[config.mk]
export PLATFORM = sky130hd
export DESIGN_NAME = refresh_timer
export DESIGN_NICKNAME = d
export VERILOG_FILES = /design/src/rtl/rt_pkg.sv /design/src/rtl/rt_tick_sel.sv /design/src/rtl/rt_counter.sv /design/src/rtl/rt_csr.sv /design/src/rtl/refresh_timer.sv
export SDC_FILE = /design/constraint.sdc
export NUM_CORES = 1
export LEC_CHECK = 0
export BUFFER_PORTS_ARGS = -buffer_cell sky130_fd_sc_hd__buf_2
export CAP_MARGIN = 20
export CORE_UTILIZATION = 50
export DETAILED_ROUTE_END_ITERATION = 16
export PLACE_DENSITY = 0.76
export SETUP_SLACK_MARGIN = 0.5
export SLEW_MARGIN = 30
export SYNTH_ARGS = -nofsm -noshare
export SYNTH_HDL_FRONTEND = slang
export SYNTH_HIERARCHICAL = 1
export SYNTH_SLANG_ARGS = --single-unit
[constraint.sdc]
create_clock -name clk -period 2.4 [get_ports clk]
set_clock_uncertainty 0.2 [all_clocks]
set_input_delay 0.36 -clock clk [delete_from_list [all_inputs] [get_ports clk]]
set_output_delay 0.36 -clock clk [all_outputs]
set_load 0.01 [all_outputs]
[src/rtl/rt_pkg.sv]
package rt_pkg;

    // Status word layout; bit order is what software decodes.
    typedef struct packed {
        logic       cmf;   // bit 7: match flag
        logic       cmie;  // bit 6: match interrupt enable
        logic [2:0] cks;   // bits 5:3: tick select
        logic       ovf;   // bit 2: overflow flag
        logic       ovie;  // bit 1: overflow interrupt enable
        logic       lim;   // bit 0: limit select (stored only)
    } rt_csr_t;

    localparam int unsigned CSR_W = $bits(rt_csr_t);

    localparam logic [1:0] ADDR_CSR = 2'd0;
    localparam logic [1:0] ADDR_CNT = 2'd1;
    localparam logic [1:0] ADDR_COR = 2'd2;

endpackage

[src/rtl/rt_tick_sel.sv]
module rt_tick_sel #(
    parameter int unsigned SEL_W     = 3,
    parameter int unsigned NUM_TICKS = 7
) (
    input  logic [SEL_W-1:0]     sel,
    input  logic [NUM_TICKS-1:0] tick_en,
    output logic                 tick
);

    always_comb begin
        tick = 1'b0;
        for (int i = 0; i < NUM_TICKS; i++) begin
            if (sel == SEL_W'(i + 1)) begin
                tick = tick_en[i];
            end
        end
    end

endmodule

[src/rtl/rt_counter.sv]
module rt_counter #(
    parameter int unsigned CNT_W = 8
) (
    input  logic             clk,
    input  logic             por_n,
    input  logic             mrst,
    input  logic             tick,
    input  logic             wr_cnt,
    input  logic             wr_cor,
    input  logic [CNT_W-1:0] wdata,
    output logic [CNT_W-1:0] cnt,
    output logic [CNT_W-1:0] cor,
    output logic             match_evt,
    output logic             ovf_evt
);

    localparam logic [CNT_W-1:0] CNT_TOP = '1;

    typedef struct packed {
        logic [CNT_W-1:0] cnt;
        logic [CNT_W-1:0] cor;
    } cnt_state_t;

    cnt_state_t st_d, st_q;
    logic       live_tick;
    logic       equal;

    always_comb begin
        live_tick = tick && !mrst;
        equal     = (st_q.cnt == st_q.cor);
        match_evt = live_tick && equal;
        ovf_evt   = live_tick && !equal && (st_q.cnt == CNT_TOP);

        st_d = st_q;
        if (wr_cor) begin
            st_d.cor = wdata;
        end
        if (mrst) begin
            st_d.cnt = '0;
        end else if (wr_cnt) begin
            st_d.cnt = wdata;
        end else if (live_tick) begin
            st_d.cnt = equal ? '0 : st_q.cnt + 1'b1;
        end
    end

    always_ff @(posedge clk or negedge por_n) begin
        if (!por_n) begin
            st_q.cnt <= '0;
            st_q.cor <= CNT_TOP;
        end else begin
            st_q <= st_d;
        end
    end

    assign cnt = st_q.cnt;
    assign cor = st_q.cor;


    match_clr_chk: assert property (@(posedge clk) disable iff (!por_n)
        (match_evt && !wr_cnt) |=> (st_q.cnt == '0));


    stop_hold_chk: assert property (@(posedge clk) disable iff (!por_n)
        (!tick && !wr_cnt && !mrst) |=> $stable(st_q.cnt));


    mrst_clr_chk: assert property (@(posedge clk) disable iff (!por_n)
        mrst |=> (st_q.cnt == '0));

endmodule

[src/rtl/rt_csr.sv]
module rt_csr
    import rt_pkg::*;
(
    input  logic             clk,
    input  logic             por_n,
    input  logic             wr,
    input  logic [CSR_W-1:0] wdata,
    input  logic             match_evt,
    input  logic             ovf_evt,
    output rt_csr_t          csr,
    output logic             irq
);

    rt_csr_t csr_d, csr_q;
    rt_csr_t wv;

    always_comb begin
        wv    = rt_csr_t'(wdata);
        csr_d = csr_q;
        if (wr) begin
            csr_d.cmie = wv.cmie;
            csr_d.cks  = wv.cks;
            csr_d.ovie = wv.ovie;
            csr_d.lim  = wv.lim;
            csr_d.cmf  = csr_q.cmf & wv.cmf;
            csr_d.ovf  = csr_q.ovf & wv.ovf;
        end
        if (match_evt) csr_d.cmf = 1'b1;
        if (ovf_evt)   csr_d.ovf = 1'b1;
    end

    always_ff @(posedge clk or negedge por_n) begin
        if (!por_n) begin
            csr_q <= '0;
        end else begin
            csr_q <= csr_d;
        end
    end

    assign csr = csr_q;
    assign irq = (csr_q.cmf & csr_q.cmie) | (csr_q.ovf & csr_q.ovie);


    set_wins_chk: assert property (@(posedge clk) disable iff (!por_n)
        match_evt |=> csr_q.cmf);


    ovf_set_chk: assert property (@(posedge clk) disable iff (!por_n)
        ovf_evt |=> csr_q.ovf);


    clr_zero_chk: assert property (@(posedge clk) disable iff (!por_n)
        (wr && !wdata[7] && !match_evt) |=> !csr_q.cmf);


    csr_hold_chk: assert property (@(posedge clk) disable iff (!por_n)
        (!wr && !match_evt && !ovf_evt) |=> $stable(csr_q));

endmodule

[src/rtl/refresh_timer.sv]
module refresh_timer
    import rt_pkg::*;
#(
    parameter int unsigned DATA_W    = 16,
    parameter int unsigned CNT_W     = 8,
    parameter int unsigned SEL_W     = 3,
    parameter int unsigned NUM_TICKS = 7
) (
    input  logic                 clk,
    input  logic                 por_n,
    input  logic                 mrst,
    input  logic [1:0]           addr,
    input  logic                 wr_en,
    input  logic [DATA_W-1:0]    wr_data,
    output logic [DATA_W-1:0]    rd_data,
    input  logic [NUM_TICKS-1:0] tick_en,
    output logic                 irq
);

    rt_csr_t          csr;
    logic             tick;
    logic [CNT_W-1:0] cnt, cor;
    logic             match_evt, ovf_evt;
    logic             wr_csr, wr_cnt, wr_cor;

    assign wr_csr = wr_en && (addr == ADDR_CSR);
    assign wr_cnt = wr_en && (addr == ADDR_CNT);
    assign wr_cor = wr_en && (addr == ADDR_COR);

    rt_tick_sel #(.SEL_W(SEL_W), .NUM_TICKS(NUM_TICKS)) u_sel (
        .sel     (csr.cks),
        .tick_en (tick_en),
        .tick    (tick)
    );

    rt_counter #(.CNT_W(CNT_W)) u_cnt (
        .clk       (clk),
        .por_n     (por_n),
        .mrst      (mrst),
        .tick      (tick),
        .wr_cnt    (wr_cnt),
        .wr_cor    (wr_cor),
        .wdata     (wr_data[CNT_W-1:0]),
        .cnt       (cnt),
        .cor       (cor),
        .match_evt (match_evt),
        .ovf_evt   (ovf_evt)
    );

    rt_csr u_csr (
        .clk       (clk),
        .por_n     (por_n),
        .wr        (wr_csr),
        .wdata     (wr_data[CSR_W-1:0]),
        .match_evt (match_evt),
        .ovf_evt   (ovf_evt),
        .csr       (csr),
        .irq       (irq)
    );

    always_comb begin
        unique case (addr)
            ADDR_CSR: rd_data = DATA_W'(csr);
            ADDR_CNT: rd_data = DATA_W'(cnt);
            ADDR_COR: rd_data = DATA_W'(cor);
            default:  rd_data = '0;
        endcase
    end


    rsvd_zero_chk: assert property (@(posedge clk) disable iff (!por_n)
        (addr == ADDR_CSR) |-> (rd_data[DATA_W-1:CSR_W] == '0));

endmodule

==> results.md <==
- Run status: finished clean
- RSZ-0062 raised after global routing: true
- Place WS: 0.260 ns
- Leakage: 0.825 nW
- Clock Power Share: 0.157
- Hold Path Depth: 2
- Finished Layout Cells: 229
- Post-synthesis xor/xnor area fraction: 0.0611
- Final Hold Slack: 0.0873 ns
- Largest net degree at the start of global routing: 25
- Filler instances: 272
- Total track usage: 0.236
- CTS tree: yes
- Share of cells above drive strength 1: 0.432
- Largest family of logic cells by synthesized area: multiplexers
- Worst R2R Setup Slack: 0.28 ns
- Simple-gate area share of the yosys netlist: 0.132
- P_sw: 0.000420 W
- DR pass1 iterations: 4
- Post-synthesis sequential area ratio: 0.364
- Final GP Congestion: between 0.8 and 0.9
- DIE HEIGHT: 59.9 um
- #FFs+latches synth: 24
- Pwr per Cell Area: 623 nW/um2
- Unique masters post-synth: 41
- Setup TNS Final: 0 ns
- CTS Buf Count: 3
- Wirelength, routed: 3840 um
- Hold path start: wr_data[0]
- DRT iter0 DRCs: between 50 and 60
- Worst Path Required: 2.41 ns
- Boundary pin count: 46
- Placeable Area: 3130 um2
- Post-Synthesis Cells: between 150 and 200
- Max-slew violation count: 0
- Reg power frac: 0.475
- Synth Area in Compound Gates: 0.149
- Clk slew on worst S/H paths: approximately 0.14 ns
- Mapped Area: 1680 um2
- WP data arrival: between 2 and 2.5 ns
- Max FO, Critical Path: 5
- Initial Util: 0.536
- # setup viols final: 0
- Max-Slew Margin vs Limit: 0.630
- Max frequency: 0.471 GHz
- Switching fraction of total power: 0.351
- Clk buf depth: 2
- Reg-to-reg critical path endpoint: u_cnt/cnt[5]
- Die W: 59.9 um
- P_int: 0.000776 W
- R2r worst-path depth: 6
- Final Cycle Share: 0.884
- Initial antenna violation count: 0
- Worst r2r src: u_csr/csr[5]
- Vias in the first global route: about 1,300
- Number of diodes: 0
- DP Wirelength: 2630 um
- Placed Instances: 219
- DRT antenna net count: 0
- HP Class: input pin to flip-flop
- Clock sink count: 24
- Clk_lat worst skew: just over 0.3 ns
- Comb pwr share: 0.368
- Worst setup margin: 0.278 ns
- Final Hold Fails: 0
- Yosys warns: 6
- DRC violations left: 0
- Post-synthesis mux area share: 0.201
- First-pass GRT wire length: 6240 um
- GRT overflow: 0
- Area grow syn2layout: 14.4%
- Die ar.: ~3600 um2
- Wirelength per Cell: roughly 17 um
- Worst IR Drop VDD: 0.000389 V
- Root buf cell: clkbuf_4
- CP endpoint kind: flip-flop
- Via count: 1,322
- Slew at the pin closest to its max-slew limit: 0.555 ns
- PortBufs: 29
- Period minus WS final: 2.12 ns
- Vias per cell: 5.77
- Critical path class: flip-flop to flip-flop
- Max Cap Violations: 0
- Row count: 20
- Worst setup SP type: flip-flop
- Post-Synth Adder-Cell Area: 0.00746
- Avg Inst Size Synth: 10.9 um2
- # H-tree levels: 1
- Layout Utilization: 0.614
- Sink of the worst hold path: u_csr/csr[0]
- Fin nets: about 220
- Worst Setup SP: u_csr/csr[5]
## power by group through the flow
stage	Clock [W]	Sequential [W]	Combinational [W]
CTS	0.000195	0.000573	0.000411
finish	0.000188	0.000568	0.000440
detailed placement	0	0.000578	0.000388
global route	0.000206	0.000579	0.000479
floorplan	0	0.000550	0.000331
global placement	0	0.000571	0.000378
## sequential cells by signal (all words and copies together), names as in the netlist
signal	cells
u_cnt/cor	8
u_cnt/cnt	8
u_csr/csr	8
## worst max path at each step
stage,slack (ns),to,depth (start not counted)
3_3_place_gp,0.29,u_cnt/cnt[2],6
5_1_grt,0.21,u_cnt/cnt[7],5
2_1_floorplan,0.40,u_cnt/cnt[5],7
6_report,0.28,u_cnt/cnt[5],6
4_1_cts,0.31,u_cnt/cnt[2],6
3_5_place_dp,0.26,u_cnt/cnt[5],6
## logic make-up after synthesis
group / count (synthesis)
fa+ha+maj: 1
buf+inv: 21
flops: 24
other cells: 1
mux: 28
simple gates: 33
xor+xnor: 10
compound gates: 36
## cells in the mapped netlist, drive strengths merged
cell type  instances  area (um2)
o31a               1        8.76
clkbuf             2        7.51
xnor2             10         103
nor3b              8        60.1
dfrtp             16         400
nor2               7        26.3
inv                2        7.51
nand2              2        7.51
nor2b              1        6.26
and2               2        13.8
a21oi             11        55.1
buf               17         125
a22o               1        8.76
a221oi             1        15.0
o2bb2ai            8        70.1
conb               1        3.75
a21o               2        15.0
o211ai             3        22.5
ha                 1        12.5
nand4              4        46.3
mux2              17         214
o22ai              5        31.3
dfstp              8         210
and3b              1        8.76
mux4               1        22.5
mux2i             10         100
nand2b             3        18.8
nand3              3        15.0
o21ai              4        23.8
nor4               2        18.8
## layout make-up
type	count	area (um2)	area share
Tap cell	44	55.1	0.0287
Sequential cell	24	612	0.319
Inverter	2	10.0	0.00522
Timing Repair Buffer	38	215	0.112
Clock buffer	4	26.3	0.0137
Multi-Input combinational cell	117	1000	0.522
## placed cells by master (no fill, tap or decap), types with 2 or more instances in the layout
cell       count
nand2b_1       3
a21o_1         2
nor2_1         6
o22ai_1        5
mux4_2         2
a21oi_1       11
o21ai_2        2
nand3_1        3
clkbuf_4       3
mux2_2         8
buf_4          8
nand4_1        2
xnor2_1        8
nand2_1        2
nor3b_1        8
o2bb2ai_1      8
xnor2_2        2
conb_1         8
o211ai_1       3
dfrtp_1       15
mux2_4         9
mux2i_1       10
dfstp_2        8
buf_2         29
## what timing repair did
action,in CTS,in global routing
hold buffers,1,0
setup buffers,1,3
hold endpoints to repair,16,0
pin swaps,4,6
gates resized for setup,3,3
setup endpoints to repair,15,14
cloned,1,0
## critical path, cell delays in order (launching register included)
cell     delay (ns)
dfrtp_2        0.47
mux2_4         0.32
mux4_2         0.59
nand4_1        0.18
nor2_1         0.06
o22ai_1        0.10
o22ai_1        0.09
## through the flow
step / instance area, um2 / total power (W)
finish: 1920 / 0.00120
global placement: 1810 / 0.000949
CTS: 1890 / 0.00118
detailed placement: 1810 / 0.000967
global route: 1920 / 0.00126
floorplan: 1720 / 0.000881
## layer usage
metal  part of all wire  GRT usage
met4              0.017     0.0897
met5                  0          0
met2               0.49      0.378
met3              0.042     0.0195
met1               0.45      0.332
Note: power is estimated with default switching activity, not from simulation.
